$ cat src/rtl/pcseq_pkg.sv
package pcseq_pkg;

    localparam int PC_W   = 13;
    localparam int LIT_W  = 11;
    localparam int PAGE_W = PC_W - LIT_W;

    typedef logic [PC_W-1:0] pc_t;

    localparam pc_t RESET_VEC = 13'h0000;
    localparam pc_t IRQ_VEC   = 13'h0004;

    typedef enum logic [2:0] {
        OP_NEXT  = 3'd0,
        OP_JUMP  = 3'd1,
        OP_CALL  = 3'd2,
        OP_RET   = 3'd3,
        OP_RETI  = 3'd4,
        OP_RETLW = 3'd5
    } seq_op_e;

    typedef struct packed {
        logic push;
        logic pop;
        pc_t  push_val;
    } stk_req_t;

    function automatic pc_t branch_target(logic [PAGE_W-1:0] page, logic [LIT_W-1:0] lit);
        return {page, lit};
    endfunction

    function automatic logic is_return(logic [2:0] code);
        return (code == OP_RET) || (code == OP_RETI) || (code == OP_RETLW);
    endfunction

endpackage

$ cat src/rtl/pc_next_sel.sv
module pc_next_sel
    import pcseq_pkg::*;
(
    input  logic              irq_take,
    input  logic [2:0]        op_code,
    input  logic [LIT_W-1:0]  lit_tgt,
    input  logic [PAGE_W-1:0] page_sel,
    input  pc_t               pc_cur,
    input  pc_t               stk_top,
    output pc_t               pc_nxt,
    output stk_req_t          stk_req
);
    pc_t pc_inc;
    pc_t tgt;

    assign pc_inc = pc_cur + 1'b1;
    assign tgt    = branch_target(page_sel, lit_tgt);

    always_comb begin
        pc_nxt           = pc_inc;
        stk_req.push     = 1'b0;
        stk_req.pop      = 1'b0;
        stk_req.push_val = pc_inc;
        if (irq_take) begin
            pc_nxt       = IRQ_VEC;
            stk_req.push = 1'b1;
        end else begin
            case (op_code)
                OP_JUMP: pc_nxt = tgt;
                OP_CALL: begin
                    pc_nxt       = tgt;
                    stk_req.push = 1'b1;
                end
                OP_RET, OP_RETI, OP_RETLW: begin
                    pc_nxt      = stk_top;
                    stk_req.pop = 1'b1;
                end
                default: pc_nxt = pc_inc;
            endcase
        end
    end

endmodule

$ cat src/rtl/ret_stack.sv
module ret_stack
    import pcseq_pkg::*;
#(
    parameter int DEPTH = 8
) (
    input  logic     clk,
    input  logic     rst,
    input  stk_req_t req,
    output pc_t      top
);
    localparam int SP_W = $clog2(DEPTH);

    pc_t             mem [DEPTH];
    logic [SP_W-1:0] sp_q;
    logic [SP_W-1:0] sp_dec;

    assign sp_dec = sp_q - 1'b1;
    assign top    = mem[sp_dec];

    always_ff @(posedge clk) begin
        if (rst) begin
            sp_q <= '0;
            for (int i = 0; i < DEPTH; i++) mem[i] <= '0;
        end else if (req.push) begin
            mem[sp_q] <= req.push_val;
            sp_q      <= sp_q + 1'b1;
        end else if (req.pop) begin
            sp_q <= sp_dec;
        end
    end

    // pointer advances modulo DEPTH on a push
    a_r8_ptr_wrap: assert property (@(posedge clk) disable iff (rst)
        req.push |=> sp_q == $past(sp_q) + 1'b1);

    // pointer retreats on a pop
    a_r6_ptr_pop: assert property (@(posedge clk) disable iff (rst)
        (req.pop && !req.push) |=> sp_q == $past(sp_q) - 1'b1);

endmodule

$ cat src/rtl/pc_sequencer.sv
module pc_sequencer
    import pcseq_pkg::*;
#(
    parameter int IMPL_AW = 13,
    parameter int DEPTH   = 8
) (
    input  logic        clk,
    input  logic        rst,
    input  logic        irq_take,
    input  logic [2:0]  op_code,
    input  logic [10:0] lit_tgt,
    input  logic [1:0]  page_sel,
    output logic [12:0] fetch_addr
);
    localparam pc_t ADDR_MASK = pc_t'((64'd1 << IMPL_AW) - 64'd1);

    pc_t      pc_q;
    pc_t      pc_nxt;
    pc_t      stk_top;
    stk_req_t stk_req;

    pc_next_sel u_sel (
        .irq_take (irq_take),
        .op_code  (op_code),
        .lit_tgt  (lit_tgt),
        .page_sel (page_sel),
        .pc_cur   (pc_q),
        .stk_top  (stk_top),
        .pc_nxt   (pc_nxt),
        .stk_req  (stk_req)
    );

    ret_stack #(.DEPTH(DEPTH)) u_stk (
        .clk (clk),
        .rst (rst),
        .req (stk_req),
        .top (stk_top)
    );

    always_ff @(posedge clk) begin
        if (rst) pc_q <= RESET_VEC;
        else     pc_q <= pc_nxt;
    end

    assign fetch_addr = pc_q & ADDR_MASK;

    logic call_now;
    logic ret_now;
    assign call_now = !rst && !irq_take && (op_code == OP_CALL);
    assign ret_now  = !rst && !irq_take && is_return(op_code);

    // interrupt entry wins and lands on the vector
    a_r3_irq_vector: assert property (@(posedge clk) disable iff (rst)
        irq_take |=> pc_q == IRQ_VEC);

    // advance adds one
    a_r2_advance: assert property (@(posedge clk) disable iff (rst)
        (!irq_take && op_code == OP_NEXT) |=> pc_q == $past(pc_q) + 1'b1);

    // jump target placement
    a_r4_jump_target: assert property (@(posedge clk) disable iff (rst)
        (!irq_take && op_code == OP_JUMP) |=> pc_q == {$past(page_sel), $past(lit_tgt)});

    // a return right after a call comes back past the call site
    a_r7_call_return: assert property (@(posedge clk) disable iff (rst)
        (ret_now && $past(call_now)) |=> pc_q == $past(pc_q, 2) + 1'b1);

endmodule

$ cat config.mk
export PLATFORM = sky130hd
export DESIGN_NAME = pc_sequencer
export DESIGN_NICKNAME = d
export VERILOG_FILES = /design/src/rtl/pcseq_pkg.sv /design/src/rtl/pc_next_sel.sv /design/src/rtl/ret_stack.sv /design/src/rtl/pc_sequencer.sv
export SDC_FILE = /design/constraint.sdc
export NUM_CORES = 1
export LEC_CHECK = 0
export ABC_AREA = 1
export BUFFER_PORTS_ARGS = -buffer_cell sky130_fd_sc_hd__buf_2
export CORE_ASPECT_RATIO = 1.4
export CORE_MARGIN = 3
export CORE_UTILIZATION = 45
export CTS_CLUSTER_SIZE = 16
export DETAILED_ROUTE_END_ITERATION = 10
export SETUP_SLACK_MARGIN = 0.15
export SLEW_MARGIN = 20
export SYNTH_ARGS = -nofsm -noshare
export SYNTH_HDL_FRONTEND = slang
export SYNTH_SLANG_ARGS = --single-unit
$ cat constraint.sdc
create_clock -name clk -period 2 [get_ports clk]
set_input_delay 0.4 -clock clk [delete_from_list [all_inputs] [get_ports clk]]
set_output_delay 0.4 -clock clk [all_outputs]
set_load 0.02 [all_outputs]
# Word level (Yosys, flattened, before mapping)
# Memories as Yosys holds them, arrays and structs flattened.
# Cells that the tools add are included.
# word_totals
ff_bits,16
ramBits,104
input_bits,19
output_inout_bits,13
word_cells,33
mem_count,1
# mem_list
name,depth,width,read_ports,rd_clocked_by_memory_dff,write_ports,line_no,source
u_stk.mem,8,13,1,0,8,ret_stack.sv:13,pc_t mem [DEPTH];
# op_classes
addsub,3
eq_ne,5
mux,16
reduce_logical,5
# ops
operator,count
13-bit case mux with 2 select lines,1
"13-bit by 1-bit adder with 13-bit output, second input constant",1
13-bit 2-to-1 mux,1
13-bit OR reduction,1
3-bit 2-to-1 mux,4
1-bit 2-to-1 mux,10
"3-bit by 2-bit equality test with 1-bit output, second input constant",2
"3-bit equality test, second input constant",2
2-bit OR reduction,2
"3-bit by 1-bit adder with 3-bit output, second input constant",1
"3-bit by 1-bit equality test with 1-bit output, second input constant",1
3-bit OR reduction,1
"3-bit by 1-bit subtractor with 3-bit output, second input constant",1
2-bit nonzero test,1

# Depth between registers and ports, before layout
# depth
depth_word,8
ltp_mapped,12
depth_no_buf,10

# By module
# Synthesis repeated with hierarchy kept, for this count alone.
# hier_totals
hier_cells,807
area_unflattened_um2,6496.2
# modules_own_cells
mod,n_inst,cells_per_inst,area_per_inst_um2,seq_area_each_um2
ret_stack,1,626,5407.7,3183.1
pc_next_sel,1,141,719.4,0.0
pc_sequencer,1,40,369.1,260.2

# Worst setup path before layout
# Ideal clock, no wire load.
# synth_timing
kind,input-to-reg
from,in op_code[2]
to,"mem u_stk.mem[0][0] (netlist bit), enable pin"
setup_time_ns,0.356
arrival_time_ns,1.421
required_ns,1.644
path_slack_ns,0.224
path_stages,8
path_buffers,1
cell_sequence,inv_1 -> nand3_1 -> nand2_1 -> nand2_2 -> nor2_4 -> nand2_2 -> buf_2 -> nand2_1
# synth_lines
item,line_no,source
start: declaration,pc_sequencer.sv:10,"input logic [2:0] op_code,"
end: declaration,ret_stack.sv:13,

# Worst setup path after layout
# layout_timing
from,reg u_stk.sp_q[0]
to,reg pc_q[12] (netlist: fetch_addr[12])
# layout_via
elab_chain_cells,3
# layout_rtl
item,line_no,source
start: declaration,ret_stack.sv:14,logic [SP_W-1:0] sp_q;
start signal: assignment,ret_stack.sv:26,sp_q <= sp_q + 1'b1;
start signal: assignment,ret_stack.sv:28,sp_q <= sp_dec;
3-bit by 1-bit subtractor with 3-bit output,ret_stack.sv:17,assign sp_dec = sp_q - 1'b1;
memory 8 x 13 bit,n/a,
13-bit case mux with 2 select lines,pc_next_sel.sv:28,case (op_code)
end signal: assignment,pc_sequencer.sv:42,else pc_q <= pc_nxt;
end: declaration,pc_sequencer.sv:17,pc_t pc_q;
# Every way passes these cells.
# A chain may end at the register's enable or synchronous reset.

==> reports/qor.yml <==
critPathCaptureType: "flip-flop"
core_area_um2: 12900
drt_iter0_markers: 385
ys_ff_latch: 120
power.density_nw_per_um2: 984
place_ws_ps: 244
io_buffers: 31
critPathKind: "flip-flop to flip-flop"
grt_usage: 0.227
clock.fmax_mhz: 572
yosysWarnings: 0
cts.sinks: 120
drcViolationCount: 0
gp_congestion: 0.894
grt_pass1_wl_mm: 25.0
h-tree-depth: 4
drive_gt1_frac: 0.164
rows: 49
setup_tns_ps: 0
cts-buffers-inserted: 17
dieArea_um2: 14800
via_per_inst: 4.93
final_area_um2: 7070
grt_overflow_total: 0
timing.hold.ws_ps: 188
layout_setup_ws_ps: 251
place.detailed.hpwl_mm: 11.2
final_hold_viol_count: 0
crit_fanout: 35
status: "complete, no violations"
setup_viol: 0
cpMaxStageDelayCell: "buf_4"
grt_pass1_vias: 4660
maxCapViolCount: 0
path_clk_slew_ps: 60
tightest_slew_ps: 504
wl_mm: 15.9
postSynthAreaPerCell_um2: 8.46
root_buffer: "clkbuf_16"
hold_buffers: 0
die_y_um: 143
synth.distinct_cells: 24
cts_tree: "yes"
initial_utilization: 0.465
p_leak_uw: 0.00301
drv_slew: 0
grt_max_degree: 66
worstPathRequired_ps: 2320
wl_per_cell_um: 16.7
syn-num-nets: 733
cp.arrival_ps: 2070
slew_headroom: 0.663
vias: 4691
clock_latency_ps: 410
r2r_slack_ps: 250
synth-seq-area-share: 0.572
area_delta_synth_final_pct: 17.5
finalPower_uw: 6960
slowest_delay_ps: 370
pin_count: 32
fin_nets: 782
hold_class: "input pin to flip-flop"
crit_path_start_kind: "flip-flop"
antenna_found_initial: 0
die_x_um: 104
min_period_ps: 1750
n_antenna_cell: 0
fillers: 1158
ir_worst_vdd_mv: 0.375
drt.antenna.violating_nets: 0
post-route-period-util: 0.875
syn-cell-area_um2: 6010
worstPathCellList: "inv_2 > buf_4 > buf_4 > nand2_1 > nand3_1 > nand2_1 > nor2_1 > nor2_1 > a21oi_1"
synth_cells: 711
place_area_um2: 6490
drt_first_pass_iters: 5
clk_path_buf_depth: 2
fin_skew_ps: 12.5
rsz0062_at_grt: "no"
[flip-flops by register name, indices dropped and copies added (netlist names)]
signal / count
fetch_addr: 13
u_stk.mem: 104
u_stk.sp_q: 3
[cell type report]
class	count	area, um^2	area share
sequential	120	3440	0.487
inverter	72	270	0.0382
tap	178	223	0.0315
clock inverter	14	134	0.0189
multi-input combinational	488	2150	0.304
clock buffer	18	429	0.0607
timing repair buffer	61	422	0.0596
[cells in the final DEF, fill, tap and decap left out, drive strengths merged]
cell type  instances
nor2             177
inv               71
a21oi             10
clkbuf            18
a31oi              1
clkinv             9
bufinv             2
buf               61
edfxtp           104
nand4              2
dfxtp             16
nand3             51
xnor2              1
ha                 3
clkinvlp           4
xor2               3
nand2            222
o21ai             17
o21bai             1
[power by group]
group          switching [uW]  leakage (uW)  internal [uW]  total (uW)
registers                66.6       0.00121           2860        2930
logic                     810       0.00154            359        1170
clock network            1050      0.000264           1810        2860
[critical path, delay by kind of cell, from the launching register on]
kind	cells	cell delay (ps)
buffers and inverters	3	700
AND/OR/NAND/NOR	5	480
flip-flops	1	330
AO/OA/AOI/OAI	1	130
[logic make-up (layout without fill, tap and decap cells)]
kind of cell / Yosys count / after routing / share of synthesized area
buffers and inverters: 103 / 165 / 0.0726
AND/OR/NAND/NOR: 452 / 452 / 0.317
flip-flops: 120 / 120 / 0.572
AO/OA/AOI/OAI: 29 / 29 / 0.0248
adder cells (fa/ha/maj): 3 / 3 / 0.00624
XOR/XNOR: 4 / 4 / 0.00707
[synth_stat cells, drive strengths merged]
master,count,area (um^2)
edfxtp,104,3120
inv,71,267
clkbuf,3,11.3
xor2,3,26.3
dfxtp,16,320
a21oi,10,50.1
nand2,222,891
nand4,2,12.5
ha,3,37.5
nand3,51,260
xnor2,1,16.3
nor2,177,742
a31oi,1,6.26
buf,28,155
clkinv,1,3.75
o21bai,1,7.51
o21ai,17,85.1
[metal layers]
metal	vias up	part of all wire	track usage
met4	0	0.047	0.130
met3	43	0.057	0.0421
met1	2144	0.39	0.261
li1	2344	-	-
met5	-	0	0
met2	160	0.51	0.400
[path summary, 6_finish.rpt]
kind                                      from              to  cells past startpoint
worst min-delay path                       rst   u_stk.sp_q[2]                      2
worst max register to register   u_stk.sp_q[0]  fetch_addr[12]                      9
worst max-delay path             u_stk.sp_q[0]  fetch_addr[12]                      9
worst min register to register  fetch_addr[11]  fetch_addr[11]                      4
[per-stage QoR]
stage	cells	util
2_1_floorplan	711	-
3_3_place_gp	919	0.502
3_5_place_dp	919	0.502
4_1_cts	951	0.545
5_1_grt	951	0.546
6_report	951	0.546
[repair_timing]
action,in CTS,in global routing
buffers inserted,0,0
endpoints found under the setup margin,0,8
gates resized for setup,0,4
Note: power is estimated with default switching activity, not from simulation.
